===== src/rtl/lcd_host_pkg.sv =====
package lcd_host_pkg;
  localparam int ADDR_W = 7;   // fixed by the 7-bit address field of the command byte
  localparam int CG_W   = 6;   // glyph RAM address width
  localparam int BYTE_W = 8;

  typedef enum logic [2:0] {
    OP_NONE, OP_SET_DD, OP_SET_CG, OP_DISP, OP_CLEAR
  } op_e;

  typedef struct packed {
    op_e               op;
    logic [ADDR_W-1:0] addr;
    logic              disp;
  } cmd_t;

  function automatic cmd_t decode_cmd(input logic [BYTE_W-1:0] b);
    cmd_t c;
    c.op   = OP_NONE;
    c.addr = '0;
    c.disp = 1'b0;
    if (b[7]) begin
      c.op   = OP_SET_DD;
      c.addr = b[ADDR_W-1:0];
    end else if (b[6]) begin
      c.op   = OP_SET_CG;
      c.addr = {{(ADDR_W-CG_W){1'b0}}, b[CG_W-1:0]};
    end else if (b[7:3] == 5'b00001) begin
      c.op   = OP_DISP;
      c.disp = b[2];
    end else if (b == 8'h01) begin
      c.op = OP_CLEAR;
    end
    return c;
  endfunction
endpackage


===== src/rtl/lcd_bus_capture.sv =====
module lcd_bus_capture (
  input  logic clk,
  input  logic rst_n,
  input  logic bus_en,
  input  logic bus_rw,
  input  logic bus_rs,
  input  logic busy,
  output logic fall,
  output logic instr_go,
  output logic data_go
);
  logic en_q;

  always_ff @(posedge clk or negedge rst_n) begin
    if (!rst_n) en_q <= 1'b0;
    else        en_q <= bus_en;
  end

  always_comb begin
    fall     = en_q & ~bus_en;
    instr_go = fall & ~bus_rw & ~busy & ~bus_rs;
    data_go  = fall & ~bus_rw & ~busy &  bus_rs;
  end
endmodule


===== src/rtl/lcd_busy_timer.sv =====
module lcd_busy_timer #(
  parameter int EXEC_CYCLES = 10,
  localparam int CNT_W = $clog2(EXEC_CYCLES + 1)
) (
  input  logic             clk,
  input  logic             rst_n,
  input  logic             start,
  output logic [CNT_W-1:0] cnt,
  output logic             active
);
  logic [CNT_W-1:0] cnt_d;
  logic             cnt_en;

  always_comb begin
    cnt_en = start | (cnt != '0);
    cnt_d  = start ? CNT_W'(EXEC_CYCLES) : cnt - 1'b1;
    active = (cnt != '0);
  end

  always_ff @(posedge clk or negedge rst_n) begin
    if (!rst_n)      cnt <= '0;
    else if (cnt_en) cnt <= cnt_d;
  end
endmodule


===== src/rtl/lcd_ram_arbiter.sv =====
module lcd_ram_arbiter
  import lcd_host_pkg::*;
(
  input  logic              refresh_req,
  input  logic [ADDR_W-1:0] refresh_addr,
  input  logic              refresh_cg,
  input  logic              pend,
  input  logic [BYTE_W-1:0] pend_data,
  input  logic [ADDR_W-1:0] ac,
  input  logic              ac_cg,
  input  logic              clr,
  input  logic [ADDR_W-1:0] clr_addr,
  input  logic [BYTE_W-1:0] fill_code,
  output logic              ram_we,
  output logic              ram_cg,
  output logic [ADDR_W-1:0] ram_addr,
  output logic [BYTE_W-1:0] ram_wdata,
  output logic              host_grant
);
  always_comb begin
    host_grant = ~refresh_req & (pend | clr);
    ram_we     = host_grant;
    ram_cg     = refresh_cg;
    ram_addr   = refresh_addr;
    ram_wdata  = '0;
    if (host_grant && pend) begin
      ram_cg    = ac_cg;
      ram_addr  = ac;
      ram_wdata = pend_data;
    end else if (host_grant) begin
      ram_cg    = 1'b0;
      ram_addr  = clr_addr;
      ram_wdata = fill_code;
    end
  end
endmodule


===== src/rtl/lcd_host_if.sv =====
module lcd_host_if
  import lcd_host_pkg::*;
#(
  parameter int                EXEC_CYCLES = 10,
  parameter int                CLR_DEPTH   = 128,
  parameter logic [BYTE_W-1:0] FILL_CODE   = 8'h20,
  localparam int CNT_W = $clog2(EXEC_CYCLES + 1),
  localparam logic [ADDR_W-1:0] CLR_LAST = ADDR_W'(CLR_DEPTH - 1)
) (
  input  logic              clk,
  input  logic              rst_n,
  input  logic              bus_rs,
  input  logic              bus_rw,
  input  logic              bus_en,
  input  logic [BYTE_W-1:0] bus_din,
  output logic [BYTE_W-1:0] bus_dout,
  input  logic              refresh_req,
  input  logic [ADDR_W-1:0] refresh_addr,
  input  logic              refresh_cg,
  output logic              ram_we,
  output logic              ram_cg,
  output logic [ADDR_W-1:0] ram_addr,
  output logic [BYTE_W-1:0] ram_wdata,
  output logic              disp_on,
  output logic              row_reset
);
  logic              fall, instr_go, data_go, busy, timer_active, host_grant;
  logic [CNT_W-1:0]  cnt_q;
  logic [ADDR_W-1:0] ac_q, ac_d, ac_inc, caddr_q, caddr_d;
  logic [CG_W-1:0]   cg_next;
  logic              cg_q, cg_d, pend_q, pend_d, clr_q, clr_d;
  logic              disp_q, disp_d, rowrst_q, rowrst_d;
  logic [BYTE_W-1:0] pdata_q, pdata_d;
  cmd_t              cmd;

  lcd_bus_capture u_cap (
    .clk(clk), .rst_n(rst_n), .bus_en(bus_en), .bus_rw(bus_rw), .bus_rs(bus_rs),
    .busy(busy), .fall(fall), .instr_go(instr_go), .data_go(data_go)
  );

  lcd_busy_timer #(.EXEC_CYCLES(EXEC_CYCLES)) u_tmr (
    .clk(clk), .rst_n(rst_n), .start(instr_go | data_go), .cnt(cnt_q), .active(timer_active)
  );

  lcd_ram_arbiter u_arb (
    .refresh_req(refresh_req), .refresh_addr(refresh_addr), .refresh_cg(refresh_cg),
    .pend(pend_q), .pend_data(pdata_q), .ac(ac_q), .ac_cg(cg_q),
    .clr(clr_q), .clr_addr(caddr_q), .fill_code(FILL_CODE),
    .ram_we(ram_we), .ram_cg(ram_cg), .ram_addr(ram_addr), .ram_wdata(ram_wdata),
    .host_grant(host_grant)
  );

  assign busy = timer_active | pend_q | clr_q;

  always_comb begin
    cmd     = decode_cmd(bus_din);
    cg_next = ac_q[CG_W-1:0] + 1'b1;
    ac_inc  = cg_q ? ADDR_W'(cg_next) : ac_q + 1'b1;
    ac_d     = ac_q;
    cg_d     = cg_q;
    pend_d   = pend_q;
    pdata_d  = pdata_q;
    clr_d    = clr_q;
    caddr_d  = caddr_q;
    disp_d   = disp_q;
    rowrst_d = 1'b0;
    if (host_grant && pend_q) begin
      pend_d = 1'b0;
      ac_d   = ac_inc;
    end else if (host_grant) begin
      caddr_d = caddr_q + 1'b1;
      if (caddr_q == CLR_LAST) clr_d = 1'b0;
    end
    if (data_go) begin
      pend_d  = 1'b1;
      pdata_d = bus_din;
    end
    if (instr_go) begin
      case (cmd.op)
        OP_SET_DD: begin ac_d = cmd.addr; cg_d = 1'b0; end
        OP_SET_CG: begin ac_d = cmd.addr; cg_d = 1'b1; end
        OP_DISP:   begin disp_d = cmd.disp; rowrst_d = 1'b1; end
        OP_CLEAR:  begin clr_d = 1'b1; caddr_d = '0; ac_d = '0; cg_d = 1'b0; end
        default:   ;
      endcase
    end
  end

  always_ff @(posedge clk or negedge rst_n) begin
    if (!rst_n) begin
      ac_q     <= '0;
      cg_q     <= 1'b0;
      pend_q   <= 1'b0;
      pdata_q  <= '0;
      clr_q    <= 1'b0;
      caddr_q  <= '0;
      disp_q   <= 1'b0;
      rowrst_q <= 1'b0;
    end else begin
      ac_q     <= ac_d;
      cg_q     <= cg_d;
      pend_q   <= pend_d;
      clr_q    <= clr_d;
      caddr_q  <= caddr_d;
      disp_q   <= disp_d;
      rowrst_q <= rowrst_d;
      if (data_go) pdata_q <= pdata_d;
    end
  end

  always_comb begin
    bus_dout = '0;
    if (bus_en && bus_rw && !bus_rs) bus_dout = {busy, ac_q};
  end

  assign disp_on   = disp_q;
  assign row_reset = rowrst_q;
endmodule


===== config.mk =====
export PLATFORM = sky130hd
export DESIGN_NAME = lcd_host_if
export DESIGN_NICKNAME = d
export VERILOG_FILES = /design/src/rtl/lcd_host_pkg.sv /design/src/rtl/lcd_bus_capture.sv /design/src/rtl/lcd_busy_timer.sv /design/src/rtl/lcd_ram_arbiter.sv /design/src/rtl/lcd_host_if.sv
export SDC_FILE = /design/constraint.sdc
export NUM_CORES = 1
export LEC_CHECK = 0
export ABC_AREA = 1
export BUFFER_PORTS_ARGS = -buffer_cell sky130_fd_sc_hd__buf_4
export CAP_MARGIN = 40
export CORE_UTILIZATION = 40
export CTS_CLUSTER_DIAMETER = 100
export DETAILED_ROUTE_END_ITERATION = 6
export HOLD_SLACK_MARGIN = 0.08
export PLACE_DENSITY = 0.65
export SYNTH_ARGS = -nofsm -noshare
export SYNTH_HDL_FRONTEND = slang
export SYNTH_SLANG_ARGS = --single-unit

===== constraint.sdc =====
create_clock -name clk -period 3.1 [get_ports clk]
set_clock_uncertainty 0.05 [all_clocks]
set_input_delay 0.465 -clock clk [delete_from_list [all_inputs] [get_ports clk]]
set_output_delay 0.465 -clock clk [all_outputs]
set_load 0.03 [all_outputs]

# Yosys cells after proc, flatten, opt, wreduce, memory -nomap -nowiden

Index checks and enable logic that the tools add are counted.

Flip-flop bits (word level): 32
Input port bits: 22
Output and inout port bits: 27
Word-level logic and storage cells: 82

$add $sub $neg: 4
Equality and inequality tests: 7
Muxes and demuxes: 34
Bitwise gates (word level): 16
Reduce and logical (&&, ||, !) cells: 11

Operators with widths:

| operator                                            | number |
|---|---|
| two-way mux 7 bit                                   | 9 |
| two-way mux 8 bit                                   | 2 |
| adder 7 x 1 -> 7 bit, second input constant         | 2 |
| two-way mux 1 bit                                   | 14 |
| case mux 7 bit (2 select lines)                     | 1 |
| two-way mux 6 bit                                   | 2 |
| two-way mux 10 bit                                  | 1 |
| two-way mux 3 bit                                   | 3 |
| equality test 8 x 1 -> 1 bit, second input constant | 1 |
| equality test 7 bit, second input constant          | 1 |
| adder 6 x 1 -> 6 bit, second input constant         | 1 |
| bitwise AND 1 bit                                   | 6 |
| equality test 3 x 2 -> 1 bit, second input constant | 2 |
| equality test 5 x 1 -> 1 bit, second input constant | 1 |
| inverter 1 bit                                      | 5 |
| OR 1 bit                                            | 5 |
| two-way mux 4 bit                                   | 1 |
| AND reduction 2 bit                                 | 2 |
| nonzero test 2 bit                                  | 2 |
| nonzero test 4 bit                                  | 1 |
| OR reduction 2 bit                                  | 2 |
| subtractor 4 x 1 -> 4 bit, second input constant    | 1 |
| equality test 3 x 1 -> 1 bit, second input constant | 1 |
| equality test 3 bit, second input constant          | 1 |
| 3 further kinds                                     | 5 |

# Depth between registers and ports, before layout

Gate-level depths: netlist of the first run.

Depth after elaboration: 9
Mapped depth: 9
Gate-level depth less buffers: 9

# Hierarchy

From an unflattened synthesis of the first run, not the netlist that was laid out.

Cell total of the unflattened synthesis: 295
Area total of the unflattened synthesis: 2117.0 um^2

By module, submodules not included:

| module          | instances | cells each | area an instance (um^2) | seq. area each (um^2) |
|---|---|---|---|---|
| lcd_host_if     | 1         | 172        | 1380.1                  | 675.6 |
| lcd_ram_arbiter | 1         | 86         | 451.7                   | 0.0 |
| lcd_busy_timer  | 1         | 29         | 231.5                   | 100.1 |
| lcd_bus_capture | 1         | 8          | 53.8                    | 25.0 |

# Worst setup path before layout of the first run

Ideal clock, no wire load.

Path type: input-to-output
Start point: in refresh_req
End point: out ram_addr[2]
Data arrival time: 1.640 ns
Data required time: 2.585 ns
Path slack: 0.945 ns
Stages: 5
Buffers on the path: 1
Path through: inv_2 nand2_1 buf_2 o21ai_0 o21ai_0

Cells in the longest elaborated chain, start to end: 4
Elaborated cells on any way between the ends: 5
Those cells by class: 2 x mux; 2 x bitwise; 1 x reduce/logical

RTL lines:

| what                                                   | line                                         | source |
|---|---|---|
| start, declared                                        | lcd_host_if.sv:17                            | `input logic refresh_req,` |
| inverter 1 bit (*)                                     | lcd_ram_arbiter.sv:21                        | `host_grant = ~refresh_req & (pend \| clr);` |
| bitwise AND 1 bit (*)                                  | lcd_ram_arbiter.sv:21                        |  |
| two-way mux 7 bit or logical AND 1 bit (tied branches) | lcd_ram_arbiter.sv:30, lcd_ram_arbiter.sv:26 |  |
| two-way mux 7 bit (*)                                  | lcd_ram_arbiter.sv:26                        | `if (host_grant && pend) begin` |
| end, declared                                          | lcd_host_if.sv:22                            | `output logic [ADDR_W-1:0] ram_addr,` |

Every way passes the cells marked *; elsewhere a longest branch is shown, timed or not.

# Final worst setup path of the first run

Start point: reg pend_q
End point: out ram_addr[5]

Cells in the longest elaborated chain, start to end: 4
Elaborated cells on any way between the ends: 5
Those cells by class: 2 x mux; 2 x bitwise; 1 x reduce/logical

RTL lines:

| what                                                   | line                                         | source |
|---|---|---|
| start, declared                                        | lcd_host_if.sv:31                            | `logic cg_q, cg_d, pend_q, pend_d, clr_q, clr_d;` |
| start signal, assigned                                 | lcd_host_if.sv:102                           | `pend_q <= pend_d;` |
| OR 1 bit                                               | lcd_ram_arbiter.sv:21                        |  |
| bitwise AND 1 bit                                      | lcd_ram_arbiter.sv:21                        |  |
| two-way mux 7 bit or logical AND 1 bit (tied branches) | lcd_ram_arbiter.sv:30, lcd_ram_arbiter.sv:26 |  |
| two-way mux 7 bit (*)                                  | lcd_ram_arbiter.sv:26                        |  |

Marked as above.

==> results of run 1 <==
==> state kept, by name (all words and copies together) (netlist names) <==
signal / cells
u_cap.en_q: 1
disp_on: 1
u_tmr.cnt: 4
pdata_q: 8
clr_q: 1
caddr_q: 7
ac_q: 7
row_reset: 1
pend_q: 1
cg_q: 1
==> cell usage after synthesis, types with 3 or more instances <==
cell type	count	share of area, %
sky130_fd_sc_hd__dfrtp_1	32	42
sky130_fd_sc_hd__nor2_1	43	8.5
sky130_fd_sc_hd__a21oi_1	7	1.8
sky130_fd_sc_hd__inv_2	3	0.59
sky130_fd_sc_hd__inv_1	36	7.1
sky130_fd_sc_hd__o211ai_1	3	1.2
sky130_fd_sc_hd__o21ai_1	4	1.0
sky130_fd_sc_hd__xor2_1	7	3.2
sky130_fd_sc_hd__nor2_4	5	2.9
sky130_fd_sc_hd__o21ai_0	13	3.4
sky130_fd_sc_hd__nand3_1	12	3.1
sky130_fd_sc_hd__a31oi_1	4	1.3
sky130_fd_sc_hd__ha_1	4	2.6
sky130_fd_sc_hd__nor3_1	4	1.0
sky130_fd_sc_hd__nand2_1	51	10
sky130_fd_sc_hd__nand2_2	3	0.98
==> metrics by stage <==
step           instance area (µm²)  power (mW)  worst slack, ns  std cells
4_1_cts                       2406       1.416           0.6012        355
5_1_grt                       2406       1.504           0.3654        355
2_1_floorplan                 1909      0.9195           0.9446        250
6_report                      2406       1.408           0.6057        355
3_3_place_gp                  2303       1.057           0.7874        346
3_5_place_dp                  2303       1.070           0.7849        346
==> logic make-up (layout without fill, tap and decap cells) <==
logic type / after synthesis / in the layout / share of synthesized area (%)
xor gates and xnor gates: 9 / 9 / 4.129
adders and majority gates: 4 / 4 / 2.621
AOI/OAI and AO/OA: 33 / 33 / 9.698
DFF: 32 / 32 / 41.94
and+or+nand+nor: 128 / 128 / 31.98
buffers and inverters: 44 / 97 / 9.633
==> cell usage in the layout (no fill, tap or decap), types with 5 or more instances in the layout <==
cell type | netlist | layout
sky130_fd_sc_hd__nand3_1 | 12 | 12
sky130_fd_sc_hd__o21ai_0 | 13 | 13
sky130_fd_sc_hd__clkbuf_8 | 0 | 6
sky130_fd_sc_hd__a21oi_1 | 7 | 7
sky130_fd_sc_hd__inv_1 | 36 | 36
sky130_fd_sc_hd__nor2_4 | 5 | 5
sky130_fd_sc_hd__buf_4 | 0 | 48
sky130_fd_sc_hd__nand2_1 | 51 | 51
sky130_fd_sc_hd__dfrtp_1 | 32 | 32
sky130_fd_sc_hd__nor2_1 | 43 | 43
sky130_fd_sc_hd__xor2_1 | 7 | 7
==> worst paths after layout <==
kind	start	end	cells past startpoint
setup / recovery	pend_q	ram_addr[5]	4
max in group asynchronous	rst_n	cg_q	2
min in group asynchronous	rst_n	u_tmr.cnt[2]	2
hold reg to reg	pdata_q[0]	pdata_q[0]	2
setup reg to reg	pend_q	caddr_q[5]	6
hold / removal	bus_en	u_cap.en_q	1
==> per-layer routing <==
metal  wire (µm)  vias up
met5           0        -
met4          65        0
met3         195        6
met2        2066       36
met1        2135      806
li1            -      890
==> layout make-up <==
class,instances,area share [%]
Tap cell,52,2.704
Clock buffer,6,3.432
Timing Repair Buffer,49,15.39
Clock inverter,2,0.4160
Sequential cell,32,33.28
Inverter,40,6.344
Multi-Input combinational cell,174,38.43
==> power breakdown <==
group | leakage (nW) | internal [mW] | switching (mW)
clock | 0.0510 | 0.177 | 0.169
sequential | 0.367 | 0.506 | 0.0795
combinational | 0.839 | 0.196 | 0.281
==> critical path, cell delays in order, from the launching register on <==
cell	delay, ns
sky130_fd_sc_hd__dfrtp_1	0.50
sky130_fd_sc_hd__nand2_1	0.54
sky130_fd_sc_hd__o211ai_1	0.32
sky130_fd_sc_hd__o21ai_0	0.12
sky130_fd_sc_hd__buf_4	0.20
==> flow_results.org, run 1 <==
** Run status
- The flow ran to the end, and the final reports show no timing, DRC or antenna violations.

** GRT
- Global-route wire length before repair :: 7569 µm
- Total routing resource utilization after global routing :: 19.57%
- Global routing consumed, on the met3 layer, 5.698% of the routing resources.
- In this run the most used layer during global routing was met2.
- Remaining global-route overflow :: 0
- For this run, global-route usage on met2 was measured as 30.56%.
- Entering global routing, the biggest net connects 33 pins.
- Number of antenna violations at the first check in global routing :: 0
- Via count of the first global-routing pass :: 1674
- Global routing used 26.09% of the available met1 tracks.

** Power
- Summed over all cells, the static leakage comes to 1.257 nW.
- VDD sags by at most 201.3 µV.
- Dividing total power by cell area gives a power density of 585.2 mW/mm².

** Clock network
- The number of hold buffers added after CTS was 1.
- Clock root buffer :: sky130_fd_sc_hd__clkbuf_8
- Clock latency reported for the late side of the worst-skew pair :: 0.30 ns
- TritonCTS built the clock tree.
- H-tree levels :: 2
- Buffer depth of the longest clock path :: 2
- Clock Sink Count :: 32
- Count of instances resized after the clock tree is built :: 0
- Clock tree synthesis inserted a total of 5 buffers.
- Clock-pin slew was measured on the worst setup and hold paths at 0.07 ns.
- Buffers inserted by post-CTS timing repair :: 0

** Synth
- Number of instances in the synthesized netlist :: 250
- Synthesized flop and latch total :: 32
- Counting flops with a built-in enable in the synthesized netlist gives 0.
- Synthesized Nets :: 276
- Yosys mapped the design onto 29 distinct sky130hd cell types.
- During synthesis, Yosys emitted a total of 0 warnings.
- Ys async rst share :: 100.0%
- The average instance in the mapped netlist occupies 7.637 µm².
- Sequential share of the synthesized area :: 41.94%
- Among all flip-flop cells after synthesis, the most frequent one is sky130_fd_sc_hd__dfrtp_1.
- Synthesized cell area :: 0.001909 mm²

** Floorplan
- Die height :: 71.09 µm
- Die X :: 71.09 µm
- The initialized floorplan defines 24 standard-cell rows.
- In this run the count of I/O pins placed on the die edge is 49.
- Total die area :: 0.005054 mm²
- The core region is 0.004474 mm².
- Starting density of the core :: 42.67%

** Timing
- Slew at the pin closest to its max-slew limit :: 0.8096 ns
- Final Max Slew Viols :: 0
- Final sum of negative setup slack :: 0 ns
- Setup violators final :: 0
- Dividing the final minimum period by the clock period gives 80.46%.
- Unrepaired setup endpoints after global routing :: no
- Relative max-transition margin :: 45.90%
- Final-report hold violation count :: 0
- Static timing analysis puts the maximum clock frequency at 0.4009 GHz.
- Crit path time final :: 2.494 ns
- The tightest hold path in the finished design has a slack of 0.2436 ns.

** Hold path
- Kind of path behind the tightest hold check :: in2reg

** Drt
- Avg Vias per Cell :: 4.896
- The pre-antenna-repair detailed-routing pass consisted of 6 iterations.
- Summing over every cut layer, the via total after detailed routing is 1738.
- In the routed design, unresolved DRC markers number 0.
- The final layout contains routed wiring with a total length of 4461 µm.
- In this run, the number of DRC markers left after iteration 0 of detailed routing was 89.
- After detailed routing, the average wire length per cell comes to 12.57 µm.
- Number of nets still failing antenna checks after routing :: 0

** Placed design
- Routability cong. :: 0.8512
- During placement, the flow inserted port buffers numbering 48.
- The HPWL after detailed placement is 3444 µm.

** Setup path
- STA puts the critical path data required time at 2.58 ns.
- STA classifies the critical path endpoint as an output pin.
- Endpoint arrival time on the critical path :: 1.98 ns
- Largest fanout of any net on the critical path :: 25
- Register-to-Register Setup Slack :: 1.14 ns
- The worst setup path is launched from a flop.
- By startpoint and endpoint, the worst setup path is classified as reg2out.

** Run
- # Max-Cap Violations :: 0

** Final layout
- Cells with a size suffix above 1 make up 25.74% of the layout.
- # diodes :: 0
- After filler insertion, the fill cell instance count of the layout stands at 444.
- At the end of the flow, the number of nets in the layout was 328.
- The sequential cells in the finished layout cover a total of 800.8 µm².
- Synth-to-Final Area Change :: 26.02%
- For this run, the share of the core covered by cells in the final layout is 53.78%.
- In the final layout, the multi-input gates occupy 924.6 µm².
Note: power is estimated with default switching activity, not from simulation.
==> run 2: changes to the inputs <==
ABC_AREA = 0   (was 1)
PLACE_DENSITY = 0.68   (was 0.65)
clock period = 2.1 ns   (was 3.1 ns; I/O delays follow)
==> flow_results.org, run 2 <==
** Run status
- Run status: finished clean (unchanged).

** Placed design
- Count of input and output buffers :: 48 (unchanged)
- The instance area at placement is 0.002330 mm² (was 0.002303 mm²).
- The minimum setup slack after placement is 0.04194 ns (was 0.7849 ns).
- The number of cells after detailed placement is 288 (was 346).
- The last weighted congestion value of the routability-driven placer came to 0.8197 (was 0.8512).
- The HPWL reported at the end of detailed placement was 3046 µm (was 3444 µm).

** Drt
- Avg Vias per Cell :: 5.097 (was 4.896)
- Total wirelength of the detailed-routed design :: 4144 µm (was 4461 µm)
- The vias after detailed routing came to 1529 (was 1738).
- The final routed DRC violation total came to 0 (unchanged).
- The average wire per standard cell was 13.81 µm (was 12.57 µm).
- Initial drt markers :: 55 (was 89)
- The number of antenna-violating nets in the routed design came to 0 (unchanged).
- Number of detailed-route iterations in the first pass :: 4 (was 6)

** Power
- The leakage power was 1.262 nW (was 1.257 nW).
- The internal power contribution came to 1.356 mW (was 0.8785 mW).
- IR Drop Worst-Case VDD :: 554.2 µV (was 201.3 µV)
- Power per unit of standard cell area :: 803.0 mW/mm² (was 585.2 mW/mm²)
- The switching share of total power is 31.79% (was 37.61%).
- Switching power summed over all nets :: 0.6317 mW (was 0.5297 mW)
- Power Total :: 1.987 mW (was 1.408 mW)
- Clk pwr share :: 24.2% (was 24.6%)
- Sequential share of power :: 47.7% (was 41.6%)
- The logic gate share of total power was 28.1% (was 33.8%).

** Synth
- Top cells by instance count after synthesis :: sky130_fd_sc_hd__dfrtp_1, sky130_fd_sc_hd__nor2_1, sky130_fd_sc_hd__and2_1, sky130_fd_sc_hd__nand2_1, sky130_fd_sc_hd__inv_1 (was sky130_fd_sc_hd__nand2_1, sky130_fd_sc_hd__nor2_1, sky130_fd_sc_hd__inv_1, sky130_fd_sc_hd__dfrtp_1, sky130_fd_sc_hd__o21ai_0)
- Cell types with the largest area share after synthesis :: sky130_fd_sc_hd__dfrtp_1, sky130_fd_sc_hd__and2_1, sky130_fd_sc_hd__mux2_1 (was sky130_fd_sc_hd__dfrtp_1, sky130_fd_sc_hd__nand2_1, sky130_fd_sc_hd__nor2_1)
- The cell count after synthesis is 187 (was 250).
- Leading area contributor after synthesis :: sky130_fd_sc_hd__dfrtp_1 (unchanged)
- The share of synthesized flip-flops with an asynchronous set or reset came to 100.0% (unchanged).
- Most instantiated flip-flop cell in the synthesis netlist :: sky130_fd_sc_hd__dfrtp_1 (unchanged)
- The mean area per synthesized cell is 9.903 µm² (was 7.637 µm²).
- The most numerous cell in the Yosys netlist is sky130_fd_sc_hd__dfrtp_1 (was sky130_fd_sc_hd__nand2_1).
- The flip-flop and latch count after synthesis is 32 (unchanged).
- Synthesized cell area :: 0.001852 mm² (was 0.001909 mm²)
- The sequential element share of the synthesized area was 43.24% (was 41.94%).
- Number of warning messages in the yosys log :: 0 (unchanged)
- The top cell type's share of synthesized area was 43.24% (was 41.94%).
- Post-synth EDFFs :: 0 (unchanged)
- Synth cell types :: 44 (was 29)
- Synthesized Nets :: 213 (was 276)

** GRT
- Global-route wire length before repair :: 6824 µm (was 7569 µm)
- The met2 track utilization from global routing came to 27.78% (was 30.56%).
- The global-route met3 utilization came to 3.896% (was 5.698%).
- The largest net degree at the start of global routing came to 33 (unchanged).
- Global-route layer with the greatest usage :: met2 (unchanged)
- Via count of the first global-routing pass :: 1493 (was 1674)
- Number of antenna violations at the first check in global routing :: 0 (unchanged)
- The total overflow reported by the global router is 0 (unchanged).
- The total track usage is 17.74% (was 19.57%).
- The met1 routing resource usage after global routing is 23.49% (was 26.09%).

** Setup path
- Worst setup SP type :: flop (unchanged)
- The worst reg-to-reg path cell count was 6 (unchanged).
- Required time of the critical path :: 1.74 ns (was 2.58 ns)
- Source of the worst register-to-register timing path :: u_tmr.cnt[0] (was pend_q)
- The end point of the critical path was ram_addr[6] (was ram_addr[5]).
- Critical path endpoint category :: output pin (unchanged)
- The worst-path maximum fanout is 31 (was 25).
- The data arrival at the endpoint of the critical path is 1.65 ns (was 1.98 ns).
- The class of the most critical setup path is reg2out (unchanged).
- The origin of the worst setup path is pend_q (unchanged).
- Endpoint of the worst register-to-register path :: disp_on (was caddr_q[5])
- The worst-case register-to-register setup slack was 0.14 ns (was 1.14 ns).

** Floorplan
- Starting density of the core :: 41.95% (was 42.67%)
- Count of standard-cell rows :: 24 (unchanged)
- Number of placed I/O pins :: 49 (unchanged)
- The die area was 0.004906 mm² (was 0.005054 mm²).
- Die height :: 70.04 µm (was 71.09 µm)
- The horizontal extent of the die came to 70.04 µm (was 71.09 µm).
- The core region area came to 0.004414 mm² (was 0.004474 mm²).

** Timing
- The count of endpoints failing setup in the final report is 0 (unchanged).
- The sum of negative setup slack was 0 ns (unchanged).
- Final Max Slew Viols :: 0 (unchanged)
- Derived from the worst setup path, the maximum achievable clock frequency is 0.4970 GHz.
- After layout, the worst path uses 95.81% of the clock period.
- The least setup slack across all paths after layout came to 0.08794 ns (was 0.6057 ns).
- Crit path time final :: 2.012 ns
- Final-report hold violation count :: 0 (unchanged)
- The transition at the pin with the smallest max-transition slack is 0.3972 ns (was 0.8096 ns).
- Worst Hold Margin :: 0.1336 ns (was 0.2436 ns)
- Unrepaired setup endpoints after global routing: no (unchanged).
- Relative max-transition margin :: 73.52% (was 45.90%)

** Final layout
- The area of the multi-input gates is 992.2 µm² (was 924.6 µm²).
- Non-filler cells in the finished layout :: 300 (was 355)
- The final design area excluding fillers was 0.002475 mm² (was 0.002406 mm²).
- The proportion of layout cells with a drive suffix above 1 was 31.45% (was 25.74%).
- The final-stage net count is 273 (was 328).
- Final core occ :: 56.07% (was 53.78%)
- Largest registers: pdata_q: 8 flops, ac_q: 7 flops, caddr_q: 7 flops (unchanged).
- Register area :: 800.8 µm² (unchanged)
- The total inserted antenna cells is 0 (unchanged).
- Biggest register :: pdata_q (unchanged)
- The area overhead of the layout relative to synthesis came to 33.65% (was 26.02%).
- Most common cell after layout, fill and taps aside :: sky130_fd_sc_hd__buf_4 (was sky130_fd_sc_hd__nand2_1)
- Most used cells in the layout excluding fill and tap cells :: sky130_fd_sc_hd__buf_4, sky130_fd_sc_hd__dfrtp_1, sky130_fd_sc_hd__nor2_1 (was sky130_fd_sc_hd__nand2_1, sky130_fd_sc_hd__buf_4, sky130_fd_sc_hd__nor2_1)
- The flip-flop count of the largest register, all copies and words added is 8 (unchanged).
- The total of fill cells in the finished design is 399 (was 444).

** Clock network
- The clock input transition at the sequential cells of the worst setup and hold paths is 0.06 ns (was 0.07 ns).
- CTS tree :: done (unchanged)
- Clock root buffer :: sky130_fd_sc_hd__clkbuf_8 (unchanged)
- The clock sink count was 32 (unchanged).
- The maximum buffer depth of the clock tree is 2 (unchanged).
- The clock latency on the worst-skew pair came to 0.28 ns (was 0.30 ns).
- The CTS H-tree depth came to 2 (unchanged).
- The CTS buffer count is 5 (unchanged).

** Run
- The max-capacitance violation count came to 0 (unchanged).

** Hold path
- The cell depth of the worst min-delay path is 1 (unchanged).
- The worst min-delay path class is in2reg (unchanged).
run 2: layout make-up:
type / instances / share of cell area, %
tap: 52 / 2.629
timing repair buffer: 61 / 19.92
clock buffer: 8 / 3.640
multi-input combinational: 138 / 40.09
sequential: 32 / 32.36
inverter: 9 / 1.365
run 2: repair_timing:
action                                 4_1_cts  5_1_grt
setup buffers                                1        1
setup endpoints to repair                    3       17
hold buffers                                 1        0
resized for setup                            0        8
cloned                                       0        1
pin swaps                                    0        1
endpoints found under the hold margin       32        0
run 2: per-layer routing:
metal | vias to the layer above | routed length [µm]
met1 | 710 | 1955
met5 | - | 0
met3 | 5 | 183
li1 | 768 | -
met2 | 46 | 1938
met4 | 0 | 66
run 2: power groups by stage:
stage | Sequential (mW) | Combinational, mW | Clock (mW)
3_3_place_gp | 0.949 | 0.543 | 0
5_1_grt | 0.975 | 0.641 | 0.519
6_report | 0.947 | 0.558 | 0.482
3_5_place_dp | 0.958 | 0.554 | 0
2_1_floorplan | 0.916 | 0.388 | 0
4_1_cts | 0.948 | 0.559 | 0.497
run 2: worst max-delay path, cell delays in order (launching register included):
cell,delay [ns]
sky130_fd_sc_hd__dfrtp_1,0.39
sky130_fd_sc_hd__buf_4,0.18
sky130_fd_sc_hd__nor2b_2,0.17
sky130_fd_sc_hd__buf_12,0.16
sky130_fd_sc_hd__a221oi_1,0.26
sky130_fd_sc_hd__buf_4,0.21
run 2: worst min path at each step:
stage	end	from	slack (ns)
2_1_floorplan	ac_q[0]	rst_n	-0.03
6_report	u_cap.en_q	bus_en	0.13
3_3_place_gp	ac_q[1]	rst_n	0.22
3_5_place_dp	ac_q[1]	rst_n	0.23
5_1_grt	u_cap.en_q	bus_en	0.13
4_1_cts	u_cap.en_q	bus_en	0.12
run 2: cell families after synthesis:
| family | share of synthesized area, % |
|---|---|
| compound gates | 10.20 |
| fa+ha+maj | 2.703 |
| flops | 43.24 |
| xor+xnor | 6.149 |
| buf+inv | 4.121 |
| mux | 9.798 |
| simple gates | 23.78 |
